`src/rtl/trap_pkg.sv`:
```
package trap_pkg;

  typedef logic [1:0] priv_t;

  localparam priv_t PRIV_U = 2'b00;
  localparam priv_t PRIV_S = 2'b01;
  localparam priv_t PRIV_M = 2'b11;

  // Strobes from the arbitration control to the state datapath.
  typedef struct packed {
    logic fire;     // a trap is accepted this cycle
    logic toSuper;  // handled at supervisor level
    logic isIrq;    // the trap is an interrupt
    logic wrBad;    // faulting address must be recorded
  } trap_strobe_t;

endpackage

```
`src/rtl/trap_prio.sv`:
```
module trap_prio #(
  parameter int WIDTH = 32
) (
  input  logic [WIDTH-1:0]         req,
  output logic                     any,
  output logic [$clog2(WIDTH)-1:0] idx
);
  localparam int IDX_W = $clog2(WIDTH);

  logic [WIDTH:0]   seen;
  logic [WIDTH-1:0] first;

  assign seen[0] = 1'b0;

  // Prefix-OR chain isolates the lowest set request bit.
  generate
    for (genvar g = 0; g < WIDTH; g++) begin : g_bit
      assign first[g]    = req[g] & ~seen[g];
      assign seen[g + 1] = seen[g] | req[g];
    end
  endgenerate

  assign any = seen[WIDTH];

  always_comb begin
    idx = '0;
    for (int i = 0; i < WIDTH; i++) begin
      if (first[i]) idx = idx | IDX_W'(i);
    end
  end
endmodule

```
`src/rtl/trap_ctrl.sv`:
```
module trap_ctrl
  import trap_pkg::*;
#(
  parameter int XLEN = 32
) (
  input  priv_t             curPriv,
  input  logic [XLEN-1:0]   irqPending,
  input  logic [XLEN-1:0]   midelegIn,
  input  logic [XLEN-1:0]   medelegIn,
  input  logic              inMie,
  input  logic              inSie,
  input  logic              excValid,
  input  logic [XLEN-1:0]   excCause,
  input  logic              excTvalValid,
  output trap_strobe_t      strobe,
  output logic [XLEN-1:0]   causeIdx
);
  localparam int IDX_W = $clog2(XLEN);
  localparam logic [XLEN-1:0] IDX_LIMIT = XLEN'(XLEN);

  logic            mLevelOn;
  logic            sLevelOn;
  logic [XLEN-1:0] mCand;
  logic [XLEN-1:0] sCand;
  logic [XLEN-1:0] eligible;
  logic            irqAny;
  logic [IDX_W-1:0] irqIdx;
  logic            takeIrq;
  logic            takeAny;
  logic [XLEN-1:0] delegVec;
  logic            idxInRange;
  logic            goSuper;

  // Stage one: undelegated interrupts under the machine enable rule.
  always_comb begin
    mLevelOn = (curPriv < PRIV_M) || inMie;
    sLevelOn = (curPriv < PRIV_S) || ((curPriv == PRIV_S) && inSie);
    mCand    = irqPending & ~midelegIn & {XLEN{mLevelOn}};
    sCand    = irqPending &  midelegIn & {XLEN{sLevelOn}};
    // Stage two only when stage one found nothing.
    eligible = (|mCand) ? mCand : sCand;
  end

  trap_prio #(.WIDTH(XLEN)) u_prio (
    .req (eligible),
    .any (irqAny),
    .idx (irqIdx)
  );

  always_comb begin
    takeIrq    = !excValid && irqAny;
    takeAny    = excValid || irqAny;
    causeIdx   = excValid ? excCause : {{(XLEN-IDX_W){1'b0}}, irqIdx};
    delegVec   = takeIrq ? midelegIn : medelegIn;
    idxInRange = causeIdx < IDX_LIMIT;
    goSuper    = takeAny && (curPriv <= PRIV_S) && idxInRange
                 && delegVec[causeIdx[IDX_W-1:0]];
  end

  always_comb begin
    strobe.fire    = takeAny;
    strobe.toSuper = goSuper;
    strobe.isIrq   = takeIrq;
    strobe.wrBad   = excValid && excTvalValid;
  end
endmodule

```
`src/rtl/trap_dp.sv`:
```
module trap_dp
  import trap_pkg::*;
#(
  parameter int XLEN = 32
) (
  input  logic              clk,
  input  logic              rstN,
  input  trap_strobe_t      strobe,
  input  logic [XLEN-1:0]   causeIdx,
  input  priv_t             curPriv,
  input  logic [XLEN-1:0]   curPc,
  input  logic [XLEN-1:0]   mtvecIn,
  input  logic [XLEN-1:0]   stvecIn,
  input  logic              inMie,
  input  logic              inSie,
  input  logic              inMpie,
  input  logic              inSpie,
  input  priv_t             inMpp,
  input  logic              inSpp,
  input  logic [XLEN-1:0]   excTval,
  output logic              trapFire,
  output logic              trapToSuper,
  output logic [XLEN-1:0]   nextPc,
  output priv_t             privOut,
  output logic              stMie,
  output logic              stSie,
  output logic              stMpie,
  output logic              stSpie,
  output priv_t             stMpp,
  output logic              stSpp,
  output logic [XLEN-1:0]   mepcOut,
  output logic [XLEN-1:0]   mcauseOut,
  output logic [XLEN-1:0]   mtvalOut,
  output logic [XLEN-1:0]   sepcOut,
  output logic [XLEN-1:0]   scauseOut,
  output logic [XLEN-1:0]   stvalOut
);
  logic [XLEN-1:0] causeWord;
  logic [XLEN-1:0] mtvecBase;
  logic [XLEN-1:0] vecOffset;
  logic [XLEN-1:0] machinePc;

  always_comb begin
    causeWord = {causeIdx[XLEN-1] | strobe.isIrq, causeIdx[XLEN-2:0]};
    mtvecBase = {mtvecIn[XLEN-1:1], 1'b0};
    vecOffset = (mtvecIn[0] && strobe.isIrq) ? {causeIdx[XLEN-3:0], 2'b00} : '0;
    machinePc = mtvecBase + vecOffset;
  end

  always_ff @(posedge clk or negedge rstN) begin
    if (!rstN) begin
      trapFire    <= 1'b0;
      trapToSuper <= 1'b0;
      nextPc      <= '0;
      privOut     <= PRIV_M;
      stMie       <= 1'b0;
      stSie       <= 1'b0;
      stMpie      <= 1'b0;
      stSpie      <= 1'b0;
      stMpp       <= PRIV_U;
      stSpp       <= 1'b0;
      mepcOut     <= '0;
      mcauseOut   <= '0;
      mtvalOut    <= '0;
      sepcOut     <= '0;
      scauseOut   <= '0;
      stvalOut    <= '0;
    end else begin
      trapFire <= strobe.fire;
      if (strobe.fire) begin
        trapToSuper <= strobe.toSuper;
        if (strobe.toSuper) begin
          nextPc    <= stvecIn;
          privOut   <= PRIV_S;
          stSpie    <= inSie;
          stSpp     <= curPriv[0];
          stSie     <= 1'b0;
          stMie     <= inMie;
          stMpie    <= inMpie;
          stMpp     <= inMpp;
          sepcOut   <= curPc;
          scauseOut <= causeWord;
          if (strobe.wrBad) stvalOut <= excTval;
        end else begin
          nextPc    <= machinePc;
          privOut   <= PRIV_M;
          stMpie    <= inMie;
          stMpp     <= curPriv;
          stMie     <= 1'b0;
          stSie     <= inSie;
          stSpie    <= inSpie;
          stSpp     <= inSpp;
          mepcOut   <= curPc;
          mcauseOut <= causeWord;
          if (strobe.wrBad) mtvalOut <= excTval;
        end
      end
    end
  end
endmodule

```
`src/rtl/trap_unit.sv`:
```
module trap_unit
  import trap_pkg::*;
#(
  parameter int XLEN = 32
) (
  input  logic            clk,
  input  logic            rstN,
  input  logic [1:0]      curPriv,
  input  logic [XLEN-1:0] curPc,
  input  logic [XLEN-1:0] irqPending,
  input  logic [XLEN-1:0] midelegIn,
  input  logic [XLEN-1:0] medelegIn,
  input  logic [XLEN-1:0] mtvecIn,
  input  logic [XLEN-1:0] stvecIn,
  input  logic            inMie,
  input  logic            inSie,
  input  logic            inMpie,
  input  logic            inSpie,
  input  logic [1:0]      inMpp,
  input  logic            inSpp,
  input  logic            excValid,
  input  logic [XLEN-1:0] excCause,
  input  logic            excTvalValid,
  input  logic [XLEN-1:0] excTval,
  output logic            trapFire,
  output logic            trapToSuper,
  output logic [XLEN-1:0] nextPc,
  output logic [1:0]      privOut,
  output logic            stMie,
  output logic            stSie,
  output logic            stMpie,
  output logic            stSpie,
  output logic [1:0]      stMpp,
  output logic            stSpp,
  output logic [XLEN-1:0] mepcOut,
  output logic [XLEN-1:0] mcauseOut,
  output logic [XLEN-1:0] mtvalOut,
  output logic [XLEN-1:0] sepcOut,
  output logic [XLEN-1:0] scauseOut,
  output logic [XLEN-1:0] stvalOut
);
  trap_strobe_t    strobe;
  logic [XLEN-1:0] causeIdx;

  trap_ctrl #(.XLEN(XLEN)) u_ctrl (
    .curPriv      (curPriv),
    .irqPending   (irqPending),
    .midelegIn    (midelegIn),
    .medelegIn    (medelegIn),
    .inMie        (inMie),
    .inSie        (inSie),
    .excValid     (excValid),
    .excCause     (excCause),
    .excTvalValid (excTvalValid),
    .strobe       (strobe),
    .causeIdx     (causeIdx)
  );

  trap_dp #(.XLEN(XLEN)) u_dp (
    .clk         (clk),
    .rstN        (rstN),
    .strobe      (strobe),
    .causeIdx    (causeIdx),
    .curPriv     (curPriv),
    .curPc       (curPc),
    .mtvecIn     (mtvecIn),
    .stvecIn     (stvecIn),
    .inMie       (inMie),
    .inSie       (inSie),
    .inMpie      (inMpie),
    .inSpie      (inSpie),
    .inMpp       (inMpp),
    .inSpp       (inSpp),
    .excTval     (excTval),
    .trapFire    (trapFire),
    .trapToSuper (trapToSuper),
    .nextPc      (nextPc),
    .privOut     (privOut),
    .stMie       (stMie),
    .stSie       (stSie),
    .stMpie      (stMpie),
    .stSpie      (stSpie),
    .stMpp       (stMpp),
    .stSpp       (stSpp),
    .mepcOut     (mepcOut),
    .mcauseOut   (mcauseOut),
    .mtvalOut    (mtvalOut),
    .sepcOut     (sepcOut),
    .scauseOut   (scauseOut),
    .stvalOut    (stvalOut)
  );
endmodule

```
`config.mk`:
```
export PLATFORM = sky130hd
export DESIGN_NAME = trap_unit
export DESIGN_NICKNAME = d
export VERILOG_FILES = /design/src/rtl/trap_pkg.sv /design/src/rtl/trap_prio.sv /design/src/rtl/trap_ctrl.sv /design/src/rtl/trap_dp.sv /design/src/rtl/trap_unit.sv
export SDC_FILE = /design/constraint.sdc
export NUM_CORES = 1
export LEC_CHECK = 0
export ABC_AREA = 1
export BUFFER_PORTS_ARGS = -buffer_cell sky130_fd_sc_hd__clkbuf_2
export CAP_MARGIN = 20
export CORE_MARGIN = 2
export CORE_UTILIZATION = 30
export DETAILED_ROUTE_END_ITERATION = 10
export SLEW_MARGIN = 20
export SYNTH_ARGS = -nofsm -noshare
export SYNTH_HDL_FRONTEND = slang
export SYNTH_SLANG_ARGS = --single-unit
```
`constraint.sdc`:
```
create_clock -name clk -period 1.1 [get_ports clk]
set_input_delay 0.11 -clock clk [delete_from_list [all_inputs] [get_ports clk]]
set_output_delay 0.11 -clock clk [all_outputs]
set_load 0.01 [all_outputs]
```
==> results.json <==
{
  "yosysWarningCount": 0,
  "min_from": "mtvecIn[2]",
  "drive_above_1_share_pct": 40.96,
  "maxCapViolations": 0,
  "leakagePower_nw": 11.75,
  "grt_max_degree": 57,
  "worst_pin_slew_ps": 530.8,
  "setup_violations": 468,
  "fin_crit_sh_pct": 522.7,
  "synthFlopType": "dfrtp_1",
  "crit_top_cell": "nand4_1",
  "crit_arrival_ps": 6190,
  "cts_tree": "done",
  "combPwrFrac_pct": 25.2,
  "overflow": 0,
  "wl_per_cell_um": 17.14,
  "dieWidth_um": 209.9,
  "synth_edf_count": 0,
  "io_pins": 504,
  "grt_pass1_wl_mm": 82.03,
  "rows": 75,
  "critPathKind": "primary input to flip-flop",
  "cp.required_ps": 1540,
  "hold_path_end": "u_dp.nextPc[2]",
  "die-area_um2": 44050,
  "fin_area_um2": 21580,
  "nNetsFinal": 2898,
  "finalMaxSlewViolations": 0,
  "slowest_stage": "ha_4",
  "mostFrequentLayoutCells": "559 x nand2_1, 498 x clkbuf_2, 261 x buf_4",
  "mostFrequentLayoutCell": "nand2_1",
  "numCtsBuffers": 27,
  "fill_cells": 3973,
  "p_sw_share_pct": 29.66,
  "dpl.hpwl_mm": 40.25,
  "gp_congestion": 0.9233,
  "synth.distinct_cells": 50,
  "routed_wl_mm": 54.12,
  "p_int_w": 0.01758,
  "relSlewSlack_pct": 64.61,
  "place_inst": 2944,
  "reg2reg_from": "u_dp.nextPc[23]",
  "reg2reg_depth": 2,
  "fin_cells": 3158,
  "failed_checks": "hold timing, setup timing",
  "seq_power_share_pct": 37.9,
  "viasPerCell": 4.700,
  "yosysSeqAreaShare_pct": 46.06,
  "p_sw_w": 0.007411,
  "synthCells": 1694,
  "insertion_delay_ps": 530,
  "io_buffers": 502,
  "antenna_found_initial": 3,
  "ant_nets": 0,
  "synth_area_um2": 12720,
  "p_total_w": 0.02499,
  "final.min_clock_period_ps": 5750,
  "worstSetupStartpointType": "primary input",
  "irDropWorstVdd_mv": 0.9073,
  "r2r-end": "u_dp.nextPc[23]",
  "firstDrtPassIters": 5,
  "ys_ff_latch": 234,
  "root_buffer": "clkbuf_16",
  "cpPeakStageDelay_ps": 240,
  "preCtsSetupSlack_ps": -5536,
  "cts_sinks": 234,
  "cp_max_fo": 7,
  "synthArstFlopShare_pct": 100.0,
  "hold_class": "primary input to flip-flop",
  "hold_ws_ps": -0.1064,
  "rsz0062_at_grt": "true",
  "grt_pass1_vias": 15040,
  "cts_buffer_depth": 3,
  "clk_pin_slew_worst_paths_ps": 70,
  "start_util_pct": 30.38,
  "power_density_nw_per_um2": 1158,
  "coreArea_um2": 41850,
  "die_h_um": 209.9,
  "syn2layout_area_growth_pct": 69.71,
  "gr-usage-all-layers_pct": 23.41,
  "clock_skew_ps": 0,
  "finalWorstSetupSlack_ps": -4650,
  "via_count": 14840,
  "regArea_um2": 5857,
  "crit_path_end_kind": "flip-flop",
  "drt-initial-drc-count": 1033,
  "r2r_slack_ps": 350,
  "clock_power_share_pct": 36.9,
  "avgSynthCellArea_um2": 7.506,
  "outcome": "finished, violations left",
  "report.final.hold_viol_count": 1,
  "whs_path_depth": 4,
  "htree_levels": 1,
  "max_freq_mhz": 173.9,
  "multiInputGateArea_um2": 6999,
  "placed_area_um2": 18230,
  "drc": 0
}
[cell usage after synthesis (2+ instances only)]
master,count,share of area (%)
o21ai_2,2,0.14
inv_2,4,0.12
nor3b_1,2,0.12
nand2_1,625,18
nor2_1,74,2.2
dfrtp_1,233,46
o21ai_1,48,1.9
xnor2_1,8,0.55
o41ai_1,3,0.21
buf_4,9,0.53
or2_2,2,0.098
buf_6,9,0.80
conb_1,2,0.059
nand4_1,36,1.8
nand3_2,3,0.24
a2111oi_0,2,0.14
o31ai_1,3,0.18
nor3_1,11,0.43
nor4_1,2,0.098
nand3_1,195,7.7
o21ai_0,67,2.6
a21oi_1,30,1.2
nand3b_1,3,0.18
buf_2,29,1.1
o211ai_1,3,0.18
a31oi_1,4,0.20
inv_1,159,4.7
nand4_2,5,0.49
o21a_1,4,0.24
a21o_1,2,0.12
ha_1,29,2.9
nor2_2,7,0.34
a211oi_1,3,0.18
o21bai_1,3,0.18
nor2_4,4,0.35
xor2_1,19,1.3
buf_1,3,0.089
clkinv_1,2,0.059
nand2_2,5,0.25
clkbuf_1,29,0.86
a21boi_1,2,0.12
[sequential cells by signal (all words and copies together), names as in the netlist]
name              count
u_dp.mcauseOut       32
u_dp.mepcOut         32
u_dp.mtvalOut        32
u_dp.nextPc          32
u_dp.privOut          1
u_dp.scauseOut       32
u_dp.sepcOut         32
u_dp.stMie            1
u_dp.stMpie           1
u_dp.stMpp            2
u_dp.stSie            1
u_dp.stSpie           1
u_dp.stSpp            1
u_dp.stvalOut        32
u_dp.trapFire         1
u_dp.trapToSuper      1
[kinds of logic (layout without fill, tap and decap cells)]
kind of cell | Yosys count | after routing | synth area share, %
adder cells (fa/ha/maj) | 30 | 30 | 3.011
AND/OR/NAND/NOR | 977 | 977 | 32.91
flip-flops | 234 | 234 | 46.06
buffers and inverters | 245 | 1145 | 8.324
XOR/XNOR | 27 | 27 | 1.860
AO/OA/AOI/OAI | 179 | 179 | 7.773
other | 2 | 27 | 0.05906
[critical path, delay by kind of cell]
| family | cells | cell delay, ps |
|---|---|---|
| buffers and inverters | 7 | 790 |
| xor gates and xnor gates | 1 | 150 |
| AOI/OAI and AO/OA | 14 | 1840 |
| and+or+nand+nor | 31 | 3030 |
| adders and majority gates | 1 | 240 |
[stage by stage]
step                utilization, %  hold WS (ps)  TNS [ps]
floorplan                        -        -185.6   -696750
global placement             43.57         3.662   -948490
detailed placement           43.57         1.314   -966290
CTS                          49.21         3.508   -774540
global route                 51.56         5.749   -879850
finish                       51.56       -0.1064   -786210
[power groups by stage]
| stage | Clock (W) | Combinational, W | Sequential [W] |
|---|---|---|---|
| floorplan | 0 | 0.00213 | 0.00984 |
| global placement | 0 | 0.00523 | 0.00960 |
| detailed placement | 0 | 0.00527 | 0.00961 |
| CTS | 0.00949 | 0.00576 | 0.00946 |
| global route | 0.00977 | 0.00684 | 0.00952 |
| finish | 0.00922 | 0.00629 | 0.00947 |
[repair_timing]
| item | 4_1_cts | 5_1_grt |
|---|---|---|
| setup endpoints to repair | 468 | 468 |
| resized for setup | 28 | 173 |
| buffers inserted | 6 | 25 |
| cloned | 0 | 5 |
| pin swaps | 3 | 76 |
| endpoints found under the hold margin | 427 | 0 |
| hold buffers | 132 | 0 |
[metal layers]
metal  part of all wire [%]  GRT usage (%)
met5                  0.024              0
met4                    3.4          7.581
met3                    6.5          4.130
met2                     49          41.32
met1                     41          28.93
[how the worst max path moves through the flow]
| stage | startpoint | end | cells past startpoint |
|---|---|---|---|
| CTS | curPriv[0] | u_dp.nextPc[30] | 57 |
| floorplan | inMie | u_dp.nextPc[30] | 61 |
| global route | inMie | u_dp.nextPc[31] | 55 |
| finish | curPriv[0] | u_dp.nextPc[31] | 54 |
| global placement | inMie | u_dp.nextPc[30] | 51 |
| detailed placement | inMie | u_dp.nextPc[30] | 51 |
[final cells by class]
cell class / count / area share (%)
diodes: 2 / 0.02319
clock buffers: 37 / 3.490
clock inverters: 10 / 0.6493
inverters: 165 / 2.957
multi-input cells: 1238 / 32.43
flip-flops and latches: 234 / 27.14
well taps: 539 / 3.125
repair buffers: 933 / 30.18
(Power assumes the default switching activity.)
